### config.mk
export PLATFORM = sky130hd
export DESIGN_NAME = midi_rs_decoder
export DESIGN_NICKNAME = d
export VERILOG_FILES = /design/src/rtl/midi_rs_pkg.sv /design/src/rtl/midi_rs_rx_if.sv /design/src/rtl/midi_rs_classify.sv /design/src/rtl/midi_rs_assembler.sv /design/src/rtl/midi_rs_event.sv /design/src/rtl/midi_rs_decoder.sv
export SDC_FILE = /design/constraint.sdc
export NUM_CORES = 1
export LEC_CHECK = 0
export BUFFER_PORTS_ARGS = -buffer_cell sky130_fd_sc_hd__buf_2
export CAP_MARGIN = 20
export CELL_PAD_IN_SITES_DETAIL_PLACEMENT = 1
export CELL_PAD_IN_SITES_GLOBAL_PLACEMENT = 1
export CORE_MARGIN = 2
export CORE_UTILIZATION = 41
export DETAILED_ROUTE_END_ITERATION = 16
export GPL_ROUTABILITY_DRIVEN = 0
export PLACE_DENSITY_LB_ADDON = 0.1
export REMOVE_ABC_BUFFERS = 1
export SYNTH_ARGS = -nofsm -noshare
export SYNTH_HDL_FRONTEND = slang
export SYNTH_HIERARCHICAL = 1
export SYNTH_SLANG_ARGS = --single-unit
### constraint.sdc
create_clock -name clk -period 2.35 [get_ports clk]
set_clock_uncertainty 0.05 [all_clocks]
set_input_delay 0.1175 -clock clk [delete_from_list [all_inputs] [get_ports clk]]
set_output_delay 0.1175 -clock clk [all_outputs]
set_load 0.03 [all_outputs]
### src/rtl/midi_rs_pkg.sv
package midi_rs_pkg;

    localparam int BYTE_W = 8;
    localparam int EVT_N  = 7;
    localparam int EVT_IW = $clog2(EVT_N);

    typedef logic [BYTE_W-1:0] byte_t;

    typedef enum logic [1:0] {
        BK_DATA,     // 0x00-0x7F
        BK_CHAN,     // 0x80-0xEF
        BK_SYSCOM,   // 0xF0-0xF7
        BK_RT        // 0xF8-0xFF
    } byte_kind_e;

    typedef enum logic [EVT_IW-1:0] {
        EV_NOTE_OFF = 3'd0,
        EV_NOTE_ON  = 3'd1,
        EV_POLY     = 3'd2,
        EV_CTRL     = 3'd3,
        EV_PROG     = 3'd4,
        EV_CHPRESS  = 3'd5,
        EV_BEND     = 3'd6
    } evt_e;

    typedef struct packed {
        byte_t status;
        byte_t d1;
        byte_t d2;
    } msg_t;

    function automatic byte_kind_e classify_byte(input byte_t b);
        if (!b[BYTE_W-1])               return BK_DATA;
        else if (b[BYTE_W-2:BYTE_W-4] != 3'b111) return BK_CHAN;
        else if (!b[BYTE_W-5])          return BK_SYSCOM;
        else                            return BK_RT;
    endfunction

    // Program change and channel pressure carry one data byte
    function automatic logic single_data(input byte_t s);
        return (s[BYTE_W-1:BYTE_W-4] == 4'hC) || (s[BYTE_W-1:BYTE_W-4] == 4'hD);
    endfunction

    function automatic evt_e plain_event(input byte_t s);
        case (s[BYTE_W-2:BYTE_W-4])
            3'd0:    return EV_NOTE_OFF;
            3'd1:    return EV_NOTE_ON;
            3'd2:    return EV_POLY;
            3'd3:    return EV_CTRL;
            3'd4:    return EV_PROG;
            3'd5:    return EV_CHPRESS;
            default: return EV_BEND;
        endcase
    endfunction

endpackage

### src/rtl/midi_rs_rx_if.sv
module midi_rs_rx_if (
    input  logic clk,
    input  logic rst,
    input  logic rx_valid,
    output logic take,
    output logic rx_ack
);
    logic ack_q;

    assign take   = rx_valid & ~ack_q;
    assign rx_ack = ack_q;

    always_ff @(posedge clk) begin
        if (rst) ack_q <= 1'b0;
        else     ack_q <= take;
    end
endmodule

### src/rtl/midi_rs_classify.sv
module midi_rs_classify
    import midi_rs_pkg::*;
(
    input  byte_t      in_byte,
    output byte_kind_e kind
);
    always_comb kind = classify_byte(in_byte);
endmodule

### src/rtl/midi_rs_assembler.sv
module midi_rs_assembler
    import midi_rs_pkg::*;
(
    input  logic       clk,
    input  logic       rst,
    input  logic       take,
    input  logic       err,
    input  byte_t      in_byte,
    input  byte_kind_e kind,
    output logic       done,
    output msg_t       msg
);
    byte_t run_status;
    logic  run_ok;
    logic  have_d1;
    byte_t d1_q;
    logic  data_ok;

    assign data_ok = take & ~err & (kind == BK_DATA) & run_ok;

    always_comb begin
        done       = 1'b0;
        msg.status = run_status;
        msg.d1     = in_byte;
        msg.d2     = '0;
        if (data_ok) begin
            if (have_d1) begin
                done   = 1'b1;
                msg.d1 = d1_q;
                msg.d2 = in_byte;
            end else if (single_data(run_status)) begin
                done = 1'b1;
            end
        end
    end

    always_ff @(posedge clk) begin
        if (rst) begin
            run_status <= '0;
            run_ok     <= 1'b0;
            have_d1    <= 1'b0;
            d1_q       <= '0;
        end else if (take) begin
            if (err) begin
                have_d1 <= 1'b0;
            end else begin
                case (kind)
                    BK_CHAN: begin
                        run_status <= in_byte;
                        run_ok     <= 1'b1;
                        have_d1    <= 1'b0;
                    end
                    BK_SYSCOM: begin
                        run_ok  <= 1'b0;
                        have_d1 <= 1'b0;
                    end
                    BK_DATA: begin
                        if (run_ok) begin
                            if (have_d1 || single_data(run_status)) begin
                                have_d1 <= 1'b0;
                            end else begin
                                have_d1 <= 1'b1;
                                d1_q    <= in_byte;
                            end
                        end
                    end
                    default: ;
                endcase
            end
        end
    end
endmodule

### src/rtl/midi_rs_event.sv
module midi_rs_event
    import midi_rs_pkg::*;
#(
    parameter int EVT_W        = EVT_N,
    parameter bit ZERO_VEL_OFF = 1'b1
) (
    input  logic             clk,
    input  logic             rst,
    input  logic             done,
    input  msg_t             msg,
    output logic [EVT_W-1:0] evt_flags,
    output msg_t             held
);
    evt_e kind_sel;

    generate
        if (ZERO_VEL_OFF) begin : g_vel0
            always_comb begin
                kind_sel = plain_event(msg.status);
                if (kind_sel == EV_NOTE_ON && msg.d2 == '0)
                    kind_sel = EV_NOTE_OFF;
            end
        end else begin : g_plain
            always_comb kind_sel = plain_event(msg.status);
        end
    endgenerate

    always_ff @(posedge clk) begin
        if (rst) begin
            evt_flags <= '0;
            held      <= '0;
        end else begin
            evt_flags <= '0;
            if (done) begin
                evt_flags <= EVT_W'(1) << kind_sel;
                held      <= msg;
            end
        end
    end
endmodule

### src/rtl/midi_rs_decoder.sv
module midi_rs_decoder
    import midi_rs_pkg::*;
#(
    parameter bit ZERO_VEL_OFF = 1'b1
) (
    input  logic                  clk,
    input  logic                  rst,
    input  logic [BYTE_W-1:0]     rx_byte,
    input  logic                  rx_valid,
    input  logic                  rx_err,
    output logic                  rx_ack,
    output logic [EVT_N-1:0]      evt_flags,
    output logic [BYTE_W-1:0]     msg_status,
    output logic [BYTE_W-1:0]     msg_data1,
    output logic [BYTE_W-1:0]     msg_data2
);
    logic       take;
    byte_kind_e kind;
    logic       done;
    msg_t       asm_msg;
    msg_t       held;

    midi_rs_rx_if u_rx (
        .clk      (clk),
        .rst      (rst),
        .rx_valid (rx_valid),
        .take     (take),
        .rx_ack   (rx_ack)
    );

    midi_rs_classify u_cls (
        .in_byte (rx_byte),
        .kind    (kind)
    );

    midi_rs_assembler u_asm (
        .clk     (clk),
        .rst     (rst),
        .take    (take),
        .err     (rx_err),
        .in_byte (rx_byte),
        .kind    (kind),
        .done    (done),
        .msg     (asm_msg)
    );

    midi_rs_event #(
        .EVT_W        (EVT_N),
        .ZERO_VEL_OFF (ZERO_VEL_OFF)
    ) u_evt (
        .clk       (clk),
        .rst       (rst),
        .done      (done),
        .msg       (asm_msg),
        .evt_flags (evt_flags),
        .held      (held)
    );

    assign msg_status = held.status;
    assign msg_data1  = held.d1;
    assign msg_data2  = held.d2;
endmodule

==> impl_metrics.tcl <==
set metrics [dict create \
    cts_tree "yes" \
    yosys.area.top_type "dfxtp_1" \
    final_core_util 0.502 \
    cts_sinks 50 \
    synth-async-reset-ratio 0 \
    synth_seq_area_share 0.463 \
    hpwlAfterDp_mm 3.48 \
    finalSetupViolations 0 \
    grt_max_degree 27 \
    die-height_um 76.6 \
    fp-row-count 26 \
    synth_area_um2 2160 \
    post-cts-setup-buffers 0 \
    grt_pass1_wl_mm 8.09 \
    area_growth_pct 18.5 \
    ys_types 34 \
    critical_path.max_stage_delay_ns 0.52 \
    synth_ff_type "dfxtp_1" \
    p_per_area_nw_per_um2 569 \
    grt_setup_unrepaired "false" \
    cts_repair_resize_count 0 \
    clk_pin_slew_ns 0.08 \
    ys.warnings.count 6 \
    avgSynthCellArea_um2 9.83 \
    filler_cell_count 627 \
    max-cap-violations 0 \
    synth.top_cell.area_share 0.463 \
    syn_inst 220 \
    start_kind "input port" \
    wl_per_cell_um 13.9 \
    cts_hold_buffers 0 \
    ys_ff_latch 50 \
    power.leakage_nw 1.10 \
    outcome "complete, no violations" \
    drtPass1Iterations 4 \
    clockBufferDepth 2 \
    dpl_cell_area_um2 2470 \
    drv_slew 0 \
    worstSetupEndpointType "flip-flop" \
    start_util 0.424 \
    core_area_um2 5110 \
    yosys-top-cells-count "50 x dfxtp_1, 31 x nor2_1, 30 x mux2i_1" \
    worst_slew_margin_rel 0.713 \
    hold_ws_ns 0.0280 \
    synth_edf_count 0 \
    synth.most_common_cell "dfxtp_1" \
    holdCritPathClass "in -> reg" \
    cp.arrival_ns 2.24 \
    wl_mm 4.68 \
    final_area_um2 2560 \
    finalHoldViolCount 0 \
    cts_buffers 5 \
    cp_max_fo 9 \
    drt_iter0_drc 51 \
    crit_type "in -> reg" \
    worst_pin_slew_ns 0.430 \
    post-route-period-util 0.871 \
    worstPathCellList "buf_2 -> nand3_1 -> nor2_1 -> inv_1 -> ha_1 -> and4b_1 -> and3_1 -> or4_1 -> o21ai_1 -> nor2b_2" \
    portBuffers 43 \
    vdd_drop_max_mv 0.279 \
    antenna_found_initial 0 \
    nNetsFinal 280 \
    floorplan.die_area_um2 5870 \
    vias 1622 \
    n_antenna_cell 0 \
    via_per_inst 4.83 \
    io_pins 44 \
    root_buffer "clkbuf_8" \
    h-tree-depth 2 \
    overflow 0 \
    grt_pass1_vias 1611 \
    crit_required_ns 2.54 \
    yosys-top-cells-area "dfxtp_1 46%, mux2i_1 14%, nand2b_1 5.8%, nor2_1 5.4%, mux2_4 4.2%" \
    ant_nets 0 \
    clk_latency_ns 0.30 \
    fmax_ghz 0.489 \
    post-route-min-period_ns 2.05 \
    die_w_um 76.6 \
    final_layout_size_suffix_gt1_frac 0.278 \
    critPathSlowestCell "or4_1" \
    grt_usage 0.170 \
    drc 0 \
]
through the flow:
step                total power [mW]  worst slack, ns  cells  TNS [ns]
finish                          1.46            0.304    336         0
global route                    1.54            0.108    336         0
CTS                             1.49            0.312    336         0
detailed placement             0.977          -0.0144    328   -0.0144
global placement               0.976            0.111    328         0
floorplan                      0.927           -0.556    207    -16.18
report_power, final:
group	switching, mW	internal, mW	total (mW)
clock network	0.265	0.238	0.503
logic	0.0530	0.0423	0.0954
registers	0.00655	0.853	0.860
sequential cells by signal (all words and copies together) (netlist names):
signal            cells
u_evt/held           24
u_asm/d1_q            8
u_asm/have_d1         1
u_asm/run_status      8
u_asm/run_ok          1
u_evt/evt_flags       7
u_rx/rx_ack           1
cells in the final DEF (no fill, tap or decap), types with 2 or more instances in the layout:
cell type,n
nor2b_1,2
inv_1,5
clkbuf_8,6
mux2_2,3
a21oi_1,11
nand2_1,11
and3_1,8
dfxtp_1,50
mux2i_1,30
nand3b_1,2
nand3_1,9
nand2b_1,20
buf_4,7
ha_1,3
mux2_4,6
buf_2,43
nor2_1,30
layout make-up:
class / instances / area, um^2 / share of cell area
flip-flops and latches: 50 / 1000 / 0.391
clock inverters: 1 / 5.00 / 0.00195
multi-input cells: 152 / 1080 / 0.420
well taps: 70 / 87.6 / 0.0342
inverters: 5 / 18.8 / 0.00732
clock buffers: 7 / 86.3 / 0.0337
repair buffers: 51 / 288 / 0.112
worst paths after layout:
check	from	endpoint	slack, ns	cells past startpoint
hold / removal	rx_valid	u_rx/rx_ack$_SDFF_PP0_	0.03	2
setup / recovery	rx_byte[6]	u_evt/evt_flags[0]$_SDFF_PP0_	0.30	10
setup reg to reg	u_rx/rx_ack$_SDFF_PP0_	u_evt/evt_flags[0]$_SDFF_PP0_	0.38	6
hold reg to reg	u_asm/run_status[1]$_SDFFE_PP0P_	u_asm/run_status[1]$_SDFFE_PP0P_	0.41	2
critical path: cells and delay by family:
family / cells / cell delay [ns]
compound gates: 1 / 0.18
fa+ha+maj: 1 / 0.22
buf+inv: 2 / 0.22
simple gates: 6 / 1.50
kinds of logic after synthesis:
| group | share of synthesized area |
|---|---|
| AO/OA/AOI/OAI | 0.0526 |
| AND/OR/NAND/NOR | 0.230 |
| buffers and inverters | 0.0411 |
| multiplexers | 0.196 |
| adder cells (fa/ha/maj) | 0.0174 |
| flip-flops | 0.463 |
routing by layer:
layer / share of wire / global-route usage
met5: 0 / 0
met4: 0.0090 / 0.0436
met3: 0.038 / 0.0403
met2: 0.45 / 0.266
met1: 0.50 / 0.236
(Power assumes the default switching activity.)
